File: config.mk
export PLATFORM = sky130hd
export DESIGN_NAME = mux_cmd_stager
export DESIGN_NICKNAME = d
export VERILOG_FILES = /design/src/rtl/mcs_pkg.sv /design/src/rtl/mcs_decode.sv /design/src/rtl/mcs_live.sv /design/src/rtl/mcs_status.sv /design/src/rtl/mux_cmd_stager.sv
export SDC_FILE = /design/constraint.sdc
export NUM_CORES = 1
export LEC_CHECK = 0
export BUFFER_PORTS_ARGS = -buffer_cell sky130_fd_sc_hd__buf_2
export CAP_MARGIN = 20
export CORE_MARGIN = 3
export CORE_UTILIZATION = 59
export DETAILED_ROUTE_END_ITERATION = 10
export HOLD_SLACK_MARGIN = 0.06
export PLACE_DENSITY = 0.82
export SLEW_MARGIN = 5
export SYNTH_ARGS = -nofsm -noshare
export SYNTH_HDL_FRONTEND = slang
export SYNTH_SLANG_ARGS = --single-unit
File: constraint.sdc
create_clock -name clk -period 2.3 [get_ports clk]
set_input_delay 0.69 -clock clk [delete_from_list [all_inputs] [get_ports clk]]
set_output_delay 0.69 -clock clk [all_outputs]
set_load 0.02 [all_outputs]
File: src/rtl/mcs_pkg.sv
package mcs_pkg;
  localparam int CMD_W  = 8;
  localparam int CODE_W = CMD_W - 1;

  typedef struct packed {
    logic              val;
    logic [CODE_W-1:0] code;
  } cmd_t;
endpackage

File: src/rtl/mcs_decode.sv
module mcs_decode
  import mcs_pkg::*;
#(
  parameter int NUM_MUX = 6
) (
  input  logic [NUM_MUX-1:0] cur_a,
  input  logic [NUM_MUX-1:0] cur_b,
  input  cmd_t               cmd,
  output logic [NUM_MUX-1:0] nxt_a,
  output logic [NUM_MUX-1:0] nxt_b
);
  localparam int GRP_A_CODE  = 0;
  localparam int GRP_B_CODE  = 1;
  localparam int SINGLE_BASE = 2;
  localparam int DIS_BASE    = SINGLE_BASE + 2 * NUM_MUX;
  localparam int ALL_OFF     = 31;

  always_comb begin
    nxt_a = cur_a;
    nxt_b = cur_b;
    if (cmd.code == CODE_W'(GRP_A_CODE)) begin
      nxt_a = cmd.val ? '1 : '0;
      if (cmd.val) nxt_b = '0;
    end else if (cmd.code == CODE_W'(GRP_B_CODE)) begin
      nxt_b = cmd.val ? '1 : '0;
      if (cmd.val) nxt_a = '0;
    end else if (cmd.code == CODE_W'(ALL_OFF)) begin
      if (!cmd.val) begin
        nxt_a = '0;
        nxt_b = '0;
      end
    end else begin
      for (int m = 0; m < NUM_MUX; m++) begin
        if (cmd.code == CODE_W'(SINGLE_BASE + 2 * m)) begin
          nxt_a[m] = cmd.val;
          if (cmd.val) nxt_b[m] = 1'b0;
        end
        if (cmd.code == CODE_W'(SINGLE_BASE + 2 * m + 1)) begin
          nxt_b[m] = cmd.val;
          if (cmd.val) nxt_a[m] = 1'b0;
        end
        if (cmd.code == CODE_W'(DIS_BASE + m)) begin
          nxt_a[m] = 1'b0;
          nxt_b[m] = 1'b0;
        end
      end
    end
  end
endmodule

File: src/rtl/mcs_live.sv
module mcs_live #(
  parameter int NUM_MUX = 6
) (
  input  logic               clk,
  input  logic               rst_n,
  input  logic               clr,
  input  logic               load,
  input  logic [NUM_MUX-1:0] goal_a_in,
  input  logic [NUM_MUX-1:0] goal_b_in,
  output logic [NUM_MUX-1:0] live_a,
  output logic [NUM_MUX-1:0] live_b
);
  logic [NUM_MUX-1:0] goal_a_q, goal_b_q;
  logic [NUM_MUX-1:0] goal_a_d, goal_b_d;
  logic [NUM_MUX-1:0] step_a, step_b;
  logic [NUM_MUX-1:0] live_a_d, live_b_d;
  logic               goal_en, live_en;

  // one step toward the goal per clock; a side change passes through open
  for (genvar m = 0; m < NUM_MUX; m++) begin : g_step
    logic crossing;
    assign crossing  = (live_a[m] & goal_b_q[m]) | (live_b[m] & goal_a_q[m]);
    assign step_a[m] = crossing ? 1'b0 : goal_a_q[m];
    assign step_b[m] = crossing ? 1'b0 : goal_b_q[m];
  end

  always_comb begin
    goal_en  = clr | load;
    goal_a_d = clr ? '0 : goal_a_in;
    goal_b_d = clr ? '0 : goal_b_in;
    live_en  = clr | (live_a != goal_a_q) | (live_b != goal_b_q);
    live_a_d = clr ? '0 : step_a;
    live_b_d = clr ? '0 : step_b;
  end

  always_ff @(posedge clk or negedge rst_n) begin
    if (!rst_n) begin
      goal_a_q <= '0;
      goal_b_q <= '0;
    end else if (goal_en) begin
      goal_a_q <= goal_a_d;
      goal_b_q <= goal_b_d;
    end
  end

  always_ff @(posedge clk or negedge rst_n) begin
    if (!rst_n) begin
      live_a <= '0;
      live_b <= '0;
    end else if (live_en) begin
      live_a <= live_a_d;
      live_b <= live_b_d;
    end
  end
endmodule

File: src/rtl/mcs_status.sv
module mcs_status #(
  parameter int NUM_MUX  = 6,
  parameter int STATUS_W = 16
) (
  input  logic [NUM_MUX-1:0]  live_a,
  input  logic [NUM_MUX-1:0]  live_b,
  output logic [STATUS_W-1:0] word
);
  localparam int PAD = STATUS_W - 2 * NUM_MUX;

  for (genvar m = 0; m < NUM_MUX; m++) begin : g_pack
    assign word[STATUS_W-1-2*m] = live_a[m];
    assign word[STATUS_W-2-2*m] = live_b[m];
  end

  if (PAD > 0) begin : g_pad
    assign word[PAD-1:0] = '0;
  end
endmodule

File: src/rtl/mux_cmd_stager.sv
module mux_cmd_stager
  import mcs_pkg::*;
#(
  parameter int NUM_MUX  = 6,
  parameter int STATUS_W = 16
) (
  input  logic                clk,
  input  logic                rst_n,
  input  logic                cmd_valid,
  input  logic [CMD_W-1:0]    cmd_byte,
  input  logic                cmd_apply,
  input  logic                cmd_keep,
  output logic [NUM_MUX-1:0]  sw_a_on,
  output logic [NUM_MUX-1:0]  sw_b_on,
  output logic [STATUS_W-1:0] status_word
);
  localparam int SYNC_STAGES = 2;

  logic [SYNC_STAGES-1:0] rst_sync_q;
  logic                   rst_int_n;
  logic [NUM_MUX-1:0]     pend_a_q, pend_b_q;
  logic [NUM_MUX-1:0]     pend_a_d, pend_b_d;
  logic [NUM_MUX-1:0]     dec_a, dec_b;
  logic                   pend_en, sw_clr, sw_load;
  cmd_t                   cmd;

  always_ff @(posedge clk or negedge rst_n) begin
    if (!rst_n) rst_sync_q <= '0;
    else        rst_sync_q <= {rst_sync_q[SYNC_STAGES-2:0], 1'b1};
  end
  assign rst_int_n = rst_sync_q[SYNC_STAGES-1];

  assign cmd = cmd_t'(cmd_byte);

  mcs_decode #(.NUM_MUX(NUM_MUX)) decode_i (
    .cur_a (pend_a_q),
    .cur_b (pend_b_q),
    .cmd   (cmd),
    .nxt_a (dec_a),
    .nxt_b (dec_b)
  );

  always_comb begin
    pend_en  = cmd_valid;
    sw_clr   = cmd_valid & ~cmd_keep;
    sw_load  = cmd_valid & cmd_keep & cmd_apply;
    pend_a_d = cmd_keep ? dec_a : '0;
    pend_b_d = cmd_keep ? dec_b : '0;
  end

  always_ff @(posedge clk or negedge rst_int_n) begin
    if (!rst_int_n) begin
      pend_a_q <= '0;
      pend_b_q <= '0;
    end else if (pend_en) begin
      pend_a_q <= pend_a_d;
      pend_b_q <= pend_b_d;
    end
  end

  mcs_live #(.NUM_MUX(NUM_MUX)) live_i (
    .clk       (clk),
    .rst_n     (rst_int_n),
    .clr       (sw_clr),
    .load      (sw_load),
    .goal_a_in (dec_a),
    .goal_b_in (dec_b),
    .live_a    (sw_a_on),
    .live_b    (sw_b_on)
  );

  mcs_status #(.NUM_MUX(NUM_MUX), .STATUS_W(STATUS_W)) status_i (
    .live_a (sw_a_on),
    .live_b (sw_b_on),
    .word   (status_word)
  );
endmodule

==> summary.txt <==
===========================================================================================
Run status ................................................................... finished clean
Hold bufs inserted after CTS .................................................            0
Final core utilization .......................................................        71.8%
Fraction of synthesis flops using an asynchronous set or reset pin ...........         100%
TritonCTS clock tree .........................................................          yes
Max capacitance violation total ..............................................            0
Relative contribution of combinational cells to total power ..................        24.9%
Fraction of layout instances using a drive strength above 1 ..................        28.1%
RSZ-0062 raised after global routing .........................................        false
Die Ht .......................................................................      73.7 um
Fraction of power consumed by sequential logic ...............................        44.3%
Maximum level of the CTS H-tree ..............................................            2
Count of different cell masters after synthesis ..............................           59
Count of final hold-check violations .........................................            0
Residual overflow from global routing ........................................            0
Period utilization ...........................................................        91.1%
Number of search-and-repair iterations in the first detailed-routing pass ....            4
Yosys Warn Count .............................................................            0
Number of design-rule violations left by the first detailed-router iteration .          221
Initial antenna violation count ..............................................            0
Die Area .....................................................................     5440 um2
Highest net fanout along the worst path ......................................            8
Switching power as a share of total power ....................................        31.6%
Total clock buffers created by CTS ...........................................            5
Wire length of the first global-routing pass .................................      11.9 mm
Number of nets still failing antenna checks after routing ....................            0
Arrival time of the worst setup path .........................................      2.26 ns
Gate count after technology mapping ..........................................          313
Clock tree root buffer cell ..................................................     clkbuf_8
I/O pin cnt ..................................................................           41
Internal power summed over all cells .........................................      1.23 mW
Crit path max-delay cell type ................................................        or4_1
Area added between synthesis and finish ......................................        16.2%
Maximum number of pins on one net before global-route repair .................           37
Synth Flop Type ..............................................................      dfrtp_1
Vias per cell ................................................................         6.50
Average cell area after synthesis ............................................     8.65 um2
Final period demand of the worst path ........................................      2.09 ns
Timing-limited maximum frequency .............................................    0.477 GHz
Detailed placer's ending HPWL ................................................      5.64 mm
Post-synthesis instance area .................................................     2710 um2
Number of remaining DRC errors ...............................................            0
Sequential cell area .........................................................      951 um2
P_leak .......................................................................      1.47 nW
Later-pin clock latency in the skew report ...................................      0.29 ns
Switching power summed over all nets .........................................     0.566 mW
Total number of nets in the final design .....................................          372
Max-slew violations ..........................................................            0
Number of buffer cells added on primary ports ................................           36
Vias in the first global route ...............................................         2479
Type of the tightest min-delay check ......................................... input port to async pin
Wire length per cell after detailed routing ..................................      18.0 um
Critical path cell sequence .................................................. buf_2 > or3b_1 > or4_1 > a21oi_1 > o221a_2 > o21ai_0
Clock transition at the registers of the reported paths ......................      0.07 ns
Crit-path max cell delay .....................................................      0.52 ns
Worst-case setup slack after placement .......................................   -0.0859 ns
Category of the worst setup path capture point ...............................         flop
Required time of the critical path ...........................................      2.47 ns
Post-CTS setup buffer count ..................................................            0
Clock tree skew after final layout ...........................................   0.00492 ns
Pwr/cell area ................................................................   569 nW/um2
Final routed wirelength across all metal layers ..............................      7.42 mm
Part of the total power dissipated in the clock network ......................        30.8%
Diodes inserted ..............................................................            0
Element type at the critical path start ......................................   input port
Total routing resource utilization after global routing ......................        28.3%
Buffer levels on the longest clock path ......................................            2
Width of the die .............................................................      73.7 um
Post-synth EDFFs .............................................................            0
Filler Cell Count ............................................................          319
Crit path kind ............................................................... input port to flop
Routability Congestion .......................................................        0.949
Initial Util .................................................................        61.8%
Register bit count reported by yosys .........................................           38
Area of combinational cells with multiple inputs .............................     1530 um2
Worst path setup slack after routing .........................................     0.206 ns
Placeable core region ........................................................     4380 um2
Number of rows in the core area ..............................................           24
Vias after detailed routing ..................................................         2679
Number of gates resized after CTS ............................................            0
Total of endpoints with negative setup slack in the final report .............            0
Num Clock Sinks ..............................................................           38
Max rail drop VDD ............................................................       538 uV
Share of synthesized area occupied by flip-flops and latches .................        35.1%
===========================================================================================
-- synthesized netlist by cell type, types with 3 or more instances --
cell type	n	area [um2]
mux2_2	12	135
or4_1	3	22.5
a21oi_1	31	155
and2_1	3	18.8
nand4_1	6	37.5
a221oi_1	4	35.0
o41ai_1	3	26.3
nand2b_1	6	37.5
buf_2	4	20.0
a22o_1	3	26.3
dfrtp_1	38	951
nor2_1	8	30.0
a31oi_1	7	43.8
nor2b_1	4	25.0
xnor2_1	5	43.8
clkbuf_1	16	60.1
and3_1	15	93.8
buf_4	16	120
inv_1	5	18.8
o221ai_1	3	26.3
xor2_1	8	70.1
nand3_1	19	95.1
o2bb2ai_1	3	26.3
nor4_1	8	50.1
a22oi_1	3	22.5
o21ai_0	15	75.1
nand2_1	18	67.6
a211oi_1	3	22.5
-- cell usage in the layout (no fill, tap or decap), types with 4 or more instances in the layout --
master / netlist / routed
o21ai_0: 15 / 15
mux2_2: 12 / 12
and3_1: 15 / 15
nor2b_1: 4 / 4
nand2_1: 18 / 18
clkbuf_8: 0 / 5
nand2b_1: 6 / 6
dfrtp_1: 38 / 38
xor2_1: 8 / 8
buf_2: 4 / 36
a221oi_1: 4 / 4
nor2_1: 8 / 8
nor4_1: 8 / 8
a31oi_1: 7 / 7
conb_1: 2 / 5
a21oi_1: 31 / 31
nand3_1: 19 / 19
inv_1: 5 / 5
nand4_1: 6 / 6
xnor2_1: 5 / 5
buf_4: 16 / 39
-- flip-flops by register name, summed over array words and instances, names as in the netlist --
signal	count
live_i.live_b	6
pend_a_q	6
live_i.goal_b_q	6
pend_b_q	6
live_i.live_a	6
rst_sync_q	2
live_i.goal_a_q	6
-- metrics by stage --
| stage | total power [mW] | hold slack, ns | std cells | setup TNS (ns) | cell area (um2) |
|---|---|---|---|---|---|
| 2_1_floorplan | 1.12 | 0.331 | 316 | 0 | 2730 |
| 3_3_place_gp | 1.23 | 0.288 | 404 | -0.259 | 3040 |
| 3_5_place_dp | 1.24 | 0.306 | 404 | -0.561 | 3040 |
| 4_1_cts | 1.80 | 0.164 | 412 | 0 | 3150 |
| 5_1_grt | 1.87 | 0.164 | 412 | 0 | 3150 |
| 6_report | 1.79 | 0.175 | 412 | 0 | 3150 |
-- critical path: cells and delay by family --
| kind | cells | cell delay [ns] |
|---|---|---|
| and+or+nand+nor | 2 | 0.99 |
| AOI/OAI and AO/OA | 3 | 0.43 |
| buffers and inverters | 1 | 0.15 |
-- cell type report --
class | instances | area share, %
Multi-Input combinational cell | 234 | 48.6
Sequential cell | 38 | 30.2
Timing Repair Buffer | 75 | 15.0
Clock buffer | 5 | 2.19
Tap cell | 52 | 2.07
Clock inverter | 3 | 1.27
Inverter | 5 | 0.596
-- power by group through the flow --
stage | sequential [mW] | clock, mW | combinational, mW
after global routing | 0.803 | 0.583 | 0.486
after detailed placement | 0.805 | 0 | 0.440
after global placement | 0.801 | 0 | 0.430
final | 0.794 | 0.551 | 0.447
after floorplan | 0.823 | 0 | 0.293
after CTS | 0.793 | 0.561 | 0.444
-- per-layer routing --
metal  GRT usage [%]  up-vias  routed length [um]  share of wire, %
met1            38.8     1305                3330                45
met2            45.0       97                3560                48
met3            5.34       13                 415               5.6
met4            8.85        0                 112               1.5
met5               0        -                   0                 0
li1                -     1264                   -                 -
-- path summary, 6_finish.rpt --
check | slack [ns] | end | start | cells after the start
setup / recovery | 0.21 | live_i.goal_b_q[1] | cmd_byte[5] | 6
hold / removal | 0.18 | rst_sync_q[0] | rst_n | 1
setup reg to reg | 0.54 | live_i.live_b[4] | live_i.live_a[2] | 5
hold reg to reg | 0.29 | live_i.goal_a_q[0] | rst_sync_q[1] | 1
max in group asynchronous | 1.68 | live_i.live_a[4] | rst_sync_q[1] | 1
min in group clk | 0.37 | rst_sync_q[1] | rst_sync_q[0] | 0
-- cell families after synthesis --
family,after synthesis,share of synthesized area (%)
XOR/XNOR,13,4.21
other,2,0.277
AO/OA/AOI/OAI,98,24.2
AND/OR/NAND/NOR,105,22.1
buffers and inverters,44,8.78
flip-flops,38,35.1
multiplexers,13,5.36
Power figures use the tool's default switching activity.
